`src/rtl/alu8_pkg.sv`:
```
package alu8_pkg;
  localparam int DW   = 8;
  localparam int NDIG = DW / 4;
  localparam int OPW  = 4;

  localparam int SB_C = 0;
  localparam int SB_Z = 1;
  localparam int SB_I = 2;
  localparam int SB_D = 3;
  localparam int SB_B = 4;
  localparam int SB_U = 5;
  localparam int SB_V = 6;
  localparam int SB_N = 7;

  typedef enum logic [OPW-1:0] {
    OP_ADD  = 4'd0,
    OP_SUB  = 4'd1,
    OP_AND  = 4'd2,
    OP_OR   = 4'd3,
    OP_XOR  = 4'd4,
    OP_BIT  = 4'd5,
    OP_SHL  = 4'd6,
    OP_SHR  = 4'd7,
    OP_ROL  = 4'd8,
    OP_ROR  = 4'd9,
    OP_CMP  = 4'd10,
    OP_FLAG = 4'd11,
    OP_PUSH = 4'd12,
    OP_PULL = 4'd13,
    OP_RSV0 = 4'd14,
    OP_RSV1 = 4'd15
  } op_e;

  typedef struct packed {
    logic n;
    logic v;
    logic d;
    logic i;
    logic z;
    logic c;
  } flags_t;

  function automatic logic [DW-1:0] pack_status(input flags_t f, input logic brk);
    logic [DW-1:0] s;
    s       = '0;
    s[SB_N] = f.n;
    s[SB_V] = f.v;
    s[SB_U] = 1'b1;
    s[SB_B] = brk;
    s[SB_D] = f.d;
    s[SB_I] = f.i;
    s[SB_Z] = f.z;
    s[SB_C] = f.c;
    return s;
  endfunction
endpackage

```
`src/rtl/alu8_arith.sv`:
```
module alu8_arith
  import alu8_pkg::*;
(
  input  logic [DW-1:0] a_i,
  input  logic [DW-1:0] b_i,
  input  logic          sub_i,
  input  logic          cin_i,
  input  logic          dec_i,
  output logic [DW-1:0] res_o,
  output logic          n_o,
  output logic          v_o,
  output logic          z_o,
  output logic          c_o
);
  logic [DW-1:0] bx;
  logic [DW:0]   bin_sum;
  logic [DW-1:0] dec_res;
  logic          dec_c;

  always_comb begin
    bx      = sub_i ? ~b_i : b_i;
    bin_sum = {1'b0, a_i} + {1'b0, bx} + {{DW{1'b0}}, cin_i};
    n_o     = bin_sum[DW-1];
    z_o     = (bin_sum[DW-1:0] == '0);
    v_o     = (a_i[DW-1] == bx[DW-1]) && (bin_sum[DW-1] != a_i[DW-1]);
  end

  // digit-serial decimal correction, one nibble per loop step
  always_comb begin
    logic [5:0] dsum;
    logic       link;
    dec_res = '0;
    link    = sub_i ? ~cin_i : cin_i;
    for (int k = 0; k < NDIG; k++) begin
      if (!sub_i) begin
        dsum = {2'b00, a_i[4*k +: 4]} + {2'b00, b_i[4*k +: 4]} + {5'd0, link};
        link = (dsum > 6'd9);
        if (link) dsum = dsum + 6'd6;
      end else begin
        dsum = {2'b00, a_i[4*k +: 4]} - {2'b00, b_i[4*k +: 4]} - {5'd0, link};
        link = dsum[5];
        if (link) dsum = dsum - 6'd6;
      end
      dec_res[4*k +: 4] = dsum[3:0];
    end
    dec_c = sub_i ? ~link : link;
  end

  assign res_o = dec_i ? dec_res : bin_sum[DW-1:0];
  assign c_o   = dec_i ? dec_c   : bin_sum[DW];

  // binary add with no carry in and no carry out cannot shrink the value
  always_comb begin
    if (!dec_i && !sub_i && !cin_i && !c_o)
      p_add_nowrap_r2: assert (res_o >= a_i) else $error("binary add wrapped without carry");
  end
endmodule

```
`src/rtl/alu8_logic.sv`:
```
module alu8_logic
  import alu8_pkg::*;
(
  input  op_e           op_i,
  input  logic [DW-1:0] a_i,
  input  logic [DW-1:0] b_i,
  input  logic          cin_i,
  output logic [DW-1:0] res_o,
  output logic          n_o,
  output logic          z_o,
  output logic          c_o
);
  logic [DW:0] diff;

  always_comb begin
    diff  = {1'b0, a_i} - {1'b0, b_i};
    res_o = a_i;
    c_o   = cin_i;
    unique case (op_i)
      OP_AND:  res_o = a_i & b_i;
      OP_OR:   res_o = a_i | b_i;
      OP_XOR:  res_o = a_i ^ b_i;
      OP_BIT:  res_o = a_i & b_i;
      OP_SHL:  begin res_o = {a_i[DW-2:0], 1'b0};  c_o = a_i[DW-1]; end
      OP_SHR:  begin res_o = {1'b0, a_i[DW-1:1]};  c_o = a_i[0];    end
      OP_ROL:  begin res_o = {a_i[DW-2:0], cin_i}; c_o = a_i[DW-1]; end
      OP_ROR:  begin res_o = {cin_i, a_i[DW-1:1]}; c_o = a_i[0];    end
      OP_CMP:  begin res_o = diff[DW-1:0];         c_o = ~diff[DW]; end
      default: res_o = a_i;
    endcase
    n_o = res_o[DW-1];
    z_o = (res_o == '0);
  end

  always_comb begin
    if (op_i == OP_CMP && z_o)
      p_cmp_eq_carry_r7: assert (c_o) else $error("compare equal without carry");
  end
endmodule

```
`src/rtl/alu8_status.sv`:
```
module alu8_status
  import alu8_pkg::*;
(
  input  logic   clk,
  input  logic   rst_n,
  input  logic   upd_i,
  input  flags_t next_i,
  output flags_t q_o
);
  always_ff @(posedge clk or negedge rst_n) begin
    if (!rst_n) q_o <= '{n: 1'b0, v: 1'b0, d: 1'b0, i: 1'b1, z: 1'b0, c: 1'b0};
    else if (upd_i) q_o <= next_i;
  end

  p_hold_idle_r11: assert property (@(posedge clk) disable iff (!rst_n)
    !upd_i |=> $stable(q_o)) else $error("status moved without an accepted request");
endmodule

```
`src/rtl/alu8_core.sv`:
```
module alu8_core
  import alu8_pkg::*;
(
  input  logic          clk,
  input  logic          rst_n,
  input  logic          in_valid,
  output logic          in_ready,
  input  logic [OPW-1:0] in_op,
  input  logic [DW-1:0] in_a,
  input  logic [DW-1:0] in_b,
  output logic          out_valid,
  input  logic          out_ready,
  output logic [DW-1:0] out_result,
  output logic          out_write,
  output logic [DW-1:0] out_flags,
  output logic [DW-1:0] status_o
);
  op_e           op;
  flags_t        st_q;
  flags_t        nf;
  logic          accept;
  logic [DW-1:0] ar_res, lg_res, res;
  logic          ar_n, ar_v, ar_z, ar_c;
  logic          lg_n, lg_z, lg_c;
  logic          wr;

  assign op       = op_e'(in_op);
  assign in_ready = !out_valid || out_ready;
  assign accept   = in_valid && in_ready;

  alu8_arith u_arith (
    .a_i   (in_a),
    .b_i   (in_b),
    .sub_i (op == OP_SUB),
    .cin_i (st_q.c),
    .dec_i (st_q.d),
    .res_o (ar_res),
    .n_o   (ar_n),
    .v_o   (ar_v),
    .z_o   (ar_z),
    .c_o   (ar_c)
  );

  alu8_logic u_logic (
    .op_i  (op),
    .a_i   (in_a),
    .b_i   (in_b),
    .cin_i (st_q.c),
    .res_o (lg_res),
    .n_o   (lg_n),
    .z_o   (lg_z),
    .c_o   (lg_c)
  );

  // per-operation flag merge
  always_comb begin
    nf  = st_q;
    res = in_a;
    wr  = 1'b0;
    unique case (op)
      OP_ADD, OP_SUB: begin
        res = ar_res; wr = 1'b1;
        nf.n = ar_n; nf.v = ar_v; nf.z = ar_z; nf.c = ar_c;
      end
      OP_AND, OP_OR, OP_XOR: begin
        res = lg_res; wr = 1'b1;
        nf.n = lg_n; nf.z = lg_z;
      end
      OP_SHL, OP_SHR, OP_ROL, OP_ROR: begin
        res = lg_res; wr = 1'b1;
        nf.n = lg_n; nf.z = lg_z; nf.c = lg_c;
      end
      OP_BIT: begin
        nf.n = in_b[DW-1]; nf.v = in_b[DW-2]; nf.z = lg_z;
      end
      OP_CMP: begin
        nf.n = lg_n; nf.z = lg_z; nf.c = lg_c;
      end
      OP_FLAG: begin
        unique case (in_b[2:0])
          3'd0: nf.c = 1'b0;
          3'd1: nf.c = 1'b1;
          3'd2: nf.i = 1'b0;
          3'd3: nf.i = 1'b1;
          3'd4: nf.d = 1'b0;
          3'd5: nf.d = 1'b1;
          3'd6: nf.v = 1'b0;
          default: ;
        endcase
      end
      OP_PUSH: begin
        res = pack_status(st_q, in_b[SB_B]); wr = 1'b1;
      end
      OP_PULL: begin
        nf.n = in_b[SB_N]; nf.v = in_b[SB_V]; nf.d = in_b[SB_D];
        nf.i = in_b[SB_I]; nf.z = in_b[SB_Z]; nf.c = in_b[SB_C];
      end
      default: ;
    endcase
  end

  alu8_status u_status (
    .clk    (clk),
    .rst_n  (rst_n),
    .upd_i  (accept),
    .next_i (nf),
    .q_o    (st_q)
  );

  // one-entry output slot
  always_ff @(posedge clk or negedge rst_n) begin
    if (!rst_n) begin
      out_valid  <= 1'b0;
      out_result <= '0;
      out_write  <= 1'b0;
      out_flags  <= '0;
    end else if (accept) begin
      out_valid  <= 1'b1;
      out_result <= res;
      out_write  <= wr;
      out_flags  <= pack_status(nf, 1'b0);
    end else if (out_ready) begin
      out_valid  <= 1'b0;
    end
  end

  assign status_o = pack_status(st_q, 1'b0);

  p_slot_hold_r11: assert property (@(posedge clk) disable iff (!rst_n)
    out_valid && !out_ready |=> out_valid && $stable(out_result) && $stable(out_flags) && $stable(out_write))
    else $error("output slot changed under back-pressure");

  p_logic_keeps_cv_r4: assert property (@(posedge clk) disable iff (!rst_n)
    accept && (op == OP_AND || op == OP_OR || op == OP_XOR)
      |=> status_o[SB_C] == $past(status_o[SB_C]) && status_o[SB_V] == $past(status_o[SB_V]))
    else $error("logic op changed C or V");

  p_bit_keeps_c_r5: assert property (@(posedge clk) disable iff (!rst_n)
    accept && op == OP_BIT |=> status_o[SB_C] == $past(status_o[SB_C]) && !out_write)
    else $error("bit test changed C or wrote");

  p_cmp_nowrite_r7: assert property (@(posedge clk) disable iff (!rst_n)
    accept && op == OP_CMP |=> out_valid && !out_write)
    else $error("compare wrote a result");

  p_push_keeps_r9: assert property (@(posedge clk) disable iff (!rst_n)
    accept && op == OP_PUSH |=> $stable(status_o) && out_result[SB_U])
    else $error("push altered status or lost bit 5");
endmodule

```
`config.mk`:
```
export PLATFORM = sky130hd
export DESIGN_NAME = alu8_core
export DESIGN_NICKNAME = d
export VERILOG_FILES = /design/src/rtl/alu8_pkg.sv /design/src/rtl/alu8_arith.sv /design/src/rtl/alu8_logic.sv /design/src/rtl/alu8_status.sv /design/src/rtl/alu8_core.sv
export SDC_FILE = /design/constraint.sdc
export NUM_CORES = 1
export LEC_CHECK = 0
export ABC_AREA = 1
export CAP_MARGIN = 0
export CORE_ASPECT_RATIO = 0.5
export CORE_MARGIN = 5
export CORE_UTILIZATION = 52
export CTS_CLUSTER_DIAMETER = 120
export DETAILED_ROUTE_END_ITERATION = 16
export GPL_TIMING_DRIVEN = 0
export PLACE_DENSITY = 0.76
export SYNTH_ARGS = -nofsm -noshare
export SYNTH_HDL_FRONTEND = slang
export SYNTH_SLANG_ARGS = --single-unit
export TNS_END_PERCENT = 100
```
`constraint.sdc`:
```
create_clock -name clk -period 5.2 [get_ports clk]
set_clock_uncertainty 0.2 [all_clocks]
set_input_delay 1.3 -clock clk [delete_from_list [all_inputs] [get_ports clk]]
set_output_delay 1.3 -clock clk [all_outputs]
set_load 0.02 [all_outputs]
```
* After elaboration in Yosys (flattened, before gate mapping)
Index checks and enable logic that the tools add are counted.
** Storage, ports and cells
- Bits in registers :: 23
- Output and inout port bits :: 27
- Logic and storage cells :: 102
- Input port bits :: 24
** Cells by class
- $lt $le $gt $ge :: 2
- Bitwise gates (word level) :: 7
- Add/sub/neg operators :: 15
- Reduce and logical (&&, ||, !) cells :: 19
- Equality and inequality tests :: 21
- Multiplexer cells :: 28
** Operator list (count)
- $pmux W8 S8 :: 1
- $eq A4 B4 Y1 const B :: 6
- $mux W4 :: 6
- $pmux W8 S3 :: 1
- $eq A4 B3 Y1 const B :: 4
- $logic_not A8 Y1 :: 2
- $mux W8 :: 2
- $add A5 B1 Y6 :: 2
- $gt A6 B4 Y1 const B :: 2
- $pmux W1 S3 :: 4
- $sub A6 B1 Y6 :: 2
- $add A4 B4 Y5 :: 2
- $reduce_or A10 Y1 :: 1
- $reduce_or A2 Y1 :: 5
- $sub A4 B4 Y5 :: 2
- $add A8 B8 Y9 :: 1
- $add A9 B1 Y9 :: 1
- $eq A3 B3 Y1 const B :: 3
- $mux W1 :: 9
- $reduce_or A9 Y1 :: 1
- $sub A8 B8 Y9 :: 1
- $add A4 B3 Y4 const B :: 2
- $and A8 B8 Y8 :: 1
- $eq A4 B2 Y1 const B :: 2
- other kinds (22) :: 29

* Logic depth before layout (Yosys ltp)
- Depth in word-level cells :: 12
- Mapped depth :: 33

* Modules after synthesis
A second synthesis with hierarchy kept.
** Unflattened totals
- Cell total of the unflattened synthesis :: 761
- Area, all modules :: 4601.9 sq um
** Modules (own cells, without submodules)
- alu8_arith :: cells an instance 270, area each 1761.7 sq um, times used 1
- alu8_core :: cells an instance 230, area each 1361.3 sq um, times used 1
- alu8_logic :: cells an instance 236, area each 1256.2 sq um, times used 1
- alu8_status :: cells an instance 25, area each 222.7 sq um, times used 1

* Worst setup path after synthesis
No wires, ideal clock.
- Path kind :: input to register
- Start point :: in in_op[2]
- End point :: reg out_result[6]
- Path slack :: -0.391 ns
- Arrival :: 5.274 ns
- Setup time :: 0.117 ns
- Data required time :: 4.883 ns
- Path buffers :: 2
- Cell stages on the path :: 31
- Cell sequence :: buf_4 -> inv_2 -> nand2_2 -> nor2_4 -> buf_2 -> xor2_1 -> fa_1 -> inv_1 -> fa_1 -> or2_1 -> nand2_2 -> nand2_1 -> nand2_1 -> nand2_1 -> nand2_1 -> o21ai_0 -> fa_1 -> inv_1 -> fa_1 -> inv_1 -> o211ai_1 -> nand2_1 -> inv_1 -> nand2_1 -> nand3_1 -> nand2_1 -> nand2_1 -> nand2_1 -> nand3_1 -> nand2_1 -> nand2_1
** On the way
- Word-level cells in the longest chain between the ends :: 11
** Ends and longest elaborated chain
- start: declaration :: RTL line alu8_core.sv:8 : input logic [OPW-1:0] in_op,
- $eq A4 B1 Y1 :: RTL line alu8_core.sv:34, alu8_core.sv:60
- $mux W1 :: RTL line alu8_arith.sv:33 : link = sub_i ? ~cin_i : cin_i;
- $add A5 B1 Y6 :: RTL line alu8_arith.sv:36 : dsum = {2'b00, a_i[4*k +: 4]} + {2'b00, b_i[4*k +: 4]} + {5'd0, link};
- $gt A6 B4 Y1 :: RTL line alu8_arith.sv:37 : link = (dsum > 6'd9);
- $mux W1 :: RTL line alu8_arith.sv:35 : if (!sub_i) begin
- $sub A6 B1 Y6 or $add A5 B1 Y6 (tied branches) :: RTL line alu8_arith.sv:40, alu8_arith.sv:36
- $sub A4 B3 Y4, or another cell as far along :: RTL line alu8_arith.sv:42 : if (link) dsum = dsum - 6'd6;
- $mux W4 (on tied branches) :: RTL line alu8_arith.sv:42, alu8_arith.sv:38
- $mux W4 :: RTL line alu8_arith.sv:35
- $mux W8 :: RTL line alu8_arith.sv:49 : assign res_o = dec_i ? dec_res : bin_sum[DW-1:0];
- $pmux W8 S3 * :: RTL line alu8_core.sv:60 : unique case (op)
- end signal: assignment :: RTL line alu8_core.sv:119 : out_result <= res;
- end: declaration :: RTL line alu8_core.sv:13 : output logic [DW-1:0] out_result,
Every way passes the cells marked *; elsewhere a longest branch is shown, timed or not.
A chain may end at the register's enable or synchronous reset.

* Worst setup path in the final report
- Start point :: in in_op[0]
- End point :: reg out_result[7]
The elaborated chain is that of the path after synthesis.

==> qor.yml <==
p_total_uw: 1110
path_class: "in2reg"
whs_endpoint: "out_flags[5]$_DFFE_PN0P_"
ys_warn_count: 0
num_vias: 4351
insertion_delay_ns: 0.24
cts_buffers: 3
coreArea_um2: 6860
post-route-drc-count: 0
vias_per_cell: 5.56
status: "finished, violations left"
setup_violations: 4
drv_cap: 0
rsz0062_at_grt: "true"
synth_edf_count: 0
fin_util_pct: 70.0
postSynthCellCount: 618
wire_per_inst_um: 16.1
postRouteAntennaNets: 0
start_util_pct: 55.0
synth_ff_type: "dfrtp_1"
r2r_setup_slack_ns: 0.87
crit_path_top_delay_cell: "fa_2"
whs_path_depth: 1
antenna_found_initial: 0
ys_seq_area_share_pct: 12.0
port_buffers: 45
diodes: 0
track_usage_pct: 26.3
place.gp.congestion: 1.03
cts_buffer_depth: 2
synth_area_um2: 3770
clk_pin_slew_ns: 0.05
routed_wl_um: 12600
area_delta_synth_final_pct: 27.2
drtIter0Drc: 402
finalHoldViolations: 0
grt_pass1_wl_um: 19300
reg2regPathDepth: 23
violations: "setup timing"
grt_max_degree: 19
ir_drop_mv: 0.115
htreeDepth: 1
die-area_um2: 9160
fin_crit_sh_pct: 102
fmax_mhz: 188
root_buffer: "clkbuf_16"
grt-ovfl-total: 0
grt_pass1_vias: 3872
drt_pass1_iterations: 6
dp_hpwl_um: 9840
cts_sinks: 18
period_minus_slack_ns: 5.32
crit_top_cell: "nand2_1"
die_y_um: 70.2
power.leakage_uw: 0.00246
async_reset_ff_share_pct: 100
die_w_um: 130
fin_ws_ns: -0.122
startpoint_type: "input port"
avgSynthCellArea_um2: 6.11
min_from: "out_flags[5]$_DFFE_PN0P_"
synth-seq-cells: 18
ios: 51
core.rowCount: 21
max_slew.worst_pin.slew_ns: 0.796
path_max_fanout: 5
tritoncts: "done"
crit_required_ns: 5.13
slew_viol_final: 0
cp-end-kind: "flip-flop"
drive_gt1_share_pct: 15.9
final_nets: 764
min_path_type: "reg2reg"
p_per_area_nw_per_um2: 232
synth.distinct_cells: 46
arrival_ns: 5.25
r2r-end: "out_result[6]$_DFFE_PN0P_"
critPathMaxStageDelay_ns: 0.45
relSlewSlack_pct: 46.8
-- final cells by class --
| cell class | count | area [um^2] |
|---|---|---|
| flip-flops and latches | 18 | 452 |
| plain buffers | 19 | 158 |
| clock buffers | 4 | 78.8 |
| well taps | 92 | 115 |
| inverters | 99 | 394 |
| fillers | 624 | 2060 |
| multi-input cells | 483 | 2980 |
| repair buffers | 68 | 619 |
-- cell families (layout without fill, tap and decap cells) --
group	Yosys count	count (layout)	synth area share (%)
buf+inv	118	190	13.3
flops	18	18	12.0
other cells	2	3	0.199
fa+ha+maj	48	48	17.5
simple gates	322	322	38.4
compound gates	91	91	14.2
xor+xnor	19	19	4.41
-- cell usage after synthesis (all sizes together) (2+ instances only) --
master  number  area [um^2]
a211oi       3         22.5
a21boi       2         15.0
a21oi       39          218
buf         15          115
clkbuf       4         15.0
clkinv       3         11.3
conb         2         7.51
dfrtp       17          425
fa           8          160
ha          40          500
inv         96          360
nand2      184          723
nand3       69          350
nand3b       5         37.5
nand4       12         75.1
nor2        43          213
nor3         5         25.0
o211ai       5         37.5
o21ai       32          168
o21bai       2         15.0
o221ai       2         17.5
or2          2         12.5
xnor2        7         61.3
xor2        12          105
-- layer usage --
metal  track usage, %  vias to the layer above  wire (um)
met5                0                        -          0
met4             4.45                        0         85
met3             7.62                       15       1690
met2             38.3                      215       5230
met1             38.9                     1986       5580
li1                 -                     2135          -
-- how the worst max path moves through the flow --
stage	from	to	slack, ns	depth (start not counted)
floorplan	in_op[1]	out_result[6]$_DFFE_PN0P_	-0.09	31
global placement	in_op[0]	out_result[5]$_DFFE_PN0P_	-1.49	30
detailed placement	in_op[0]	out_result[5]$_DFFE_PN0P_	-1.55	30
CTS	in_op[1]	out_result[6]$_DFFE_PN0P_	-0.08	31
global route	in_op[0]	out_result[6]$_DFFE_PN0P_	-0.32	30
finish	in_op[0]	out_result[7]$_DFFE_PN0P_	-0.12	32
-- per-stage QoR --
| step | hold WS, ns | TNS (ns) | cell area (um^2) | worst slack (ns) | std cells |
|---|---|---|---|---|---|
| floorplan | 0.319 | -0.215 | 3830 | -0.0876 | 619 |
| global placement | 0.256 | -6.29 | 4400 | -1.49 | 756 |
| detailed placement | 0.260 | -6.54 | 4400 | -1.55 | 756 |
| CTS | 0.270 | -0.188 | 4710 | -0.0798 | 780 |
| global route | 0.297 | -1.14 | 4800 | -0.324 | 783 |
| finish | 0.266 | -0.394 | 4800 | -0.122 | 783 |
-- worst max-delay path, delay by kind of cell --
kind                       cells  cell delay [ns]
and+or+nand+nor               18             1.63
adders and majority gates      4             1.43
buffers and inverters          7             0.51
xor gates and xnor gates       1             0.17
AOI/OAI and AO/OA              2             0.19
-- timing repair --
action | 4_1_cts | 5_1_grt
endpoints found under the setup margin | 5 | 4
resized for setup | 44 | 19
hold buffers | 0 | 0
setup buffers | 20 | 3
pin swaps | 18 | 16
-- where the power goes --
group	internal, uW	switching (uW)
clock	104	47.4
combinational	311	450
sequential	169	30.3
-- cells in the final DEF (no fill, tap or decap), types with 6 or more instances in the layout --
| cell | Yosys | layout |
|---|---|---|
| buf_4 | 11 | 34 |
| nand2_1 | 175 | 163 |
| nand3_1 | 68 | 63 |
| nand2_2 | 7 | 16 |
| clkdlybuf4s50_1 | 0 | 37 |
| inv_1 | 87 | 83 |
| inv_2 | 9 | 10 |
| o21ai_0 | 26 | 25 |
| nor2_1 | 36 | 36 |
| a21oi_1 | 37 | 36 |
| xnor2_1 | 7 | 6 |
| xor2_1 | 12 | 11 |
| ha_1 | 40 | 39 |
| nand4_1 | 12 | 12 |
| dfrtp_1 | 17 | 17 |
(Power assumes the default switching activity.)
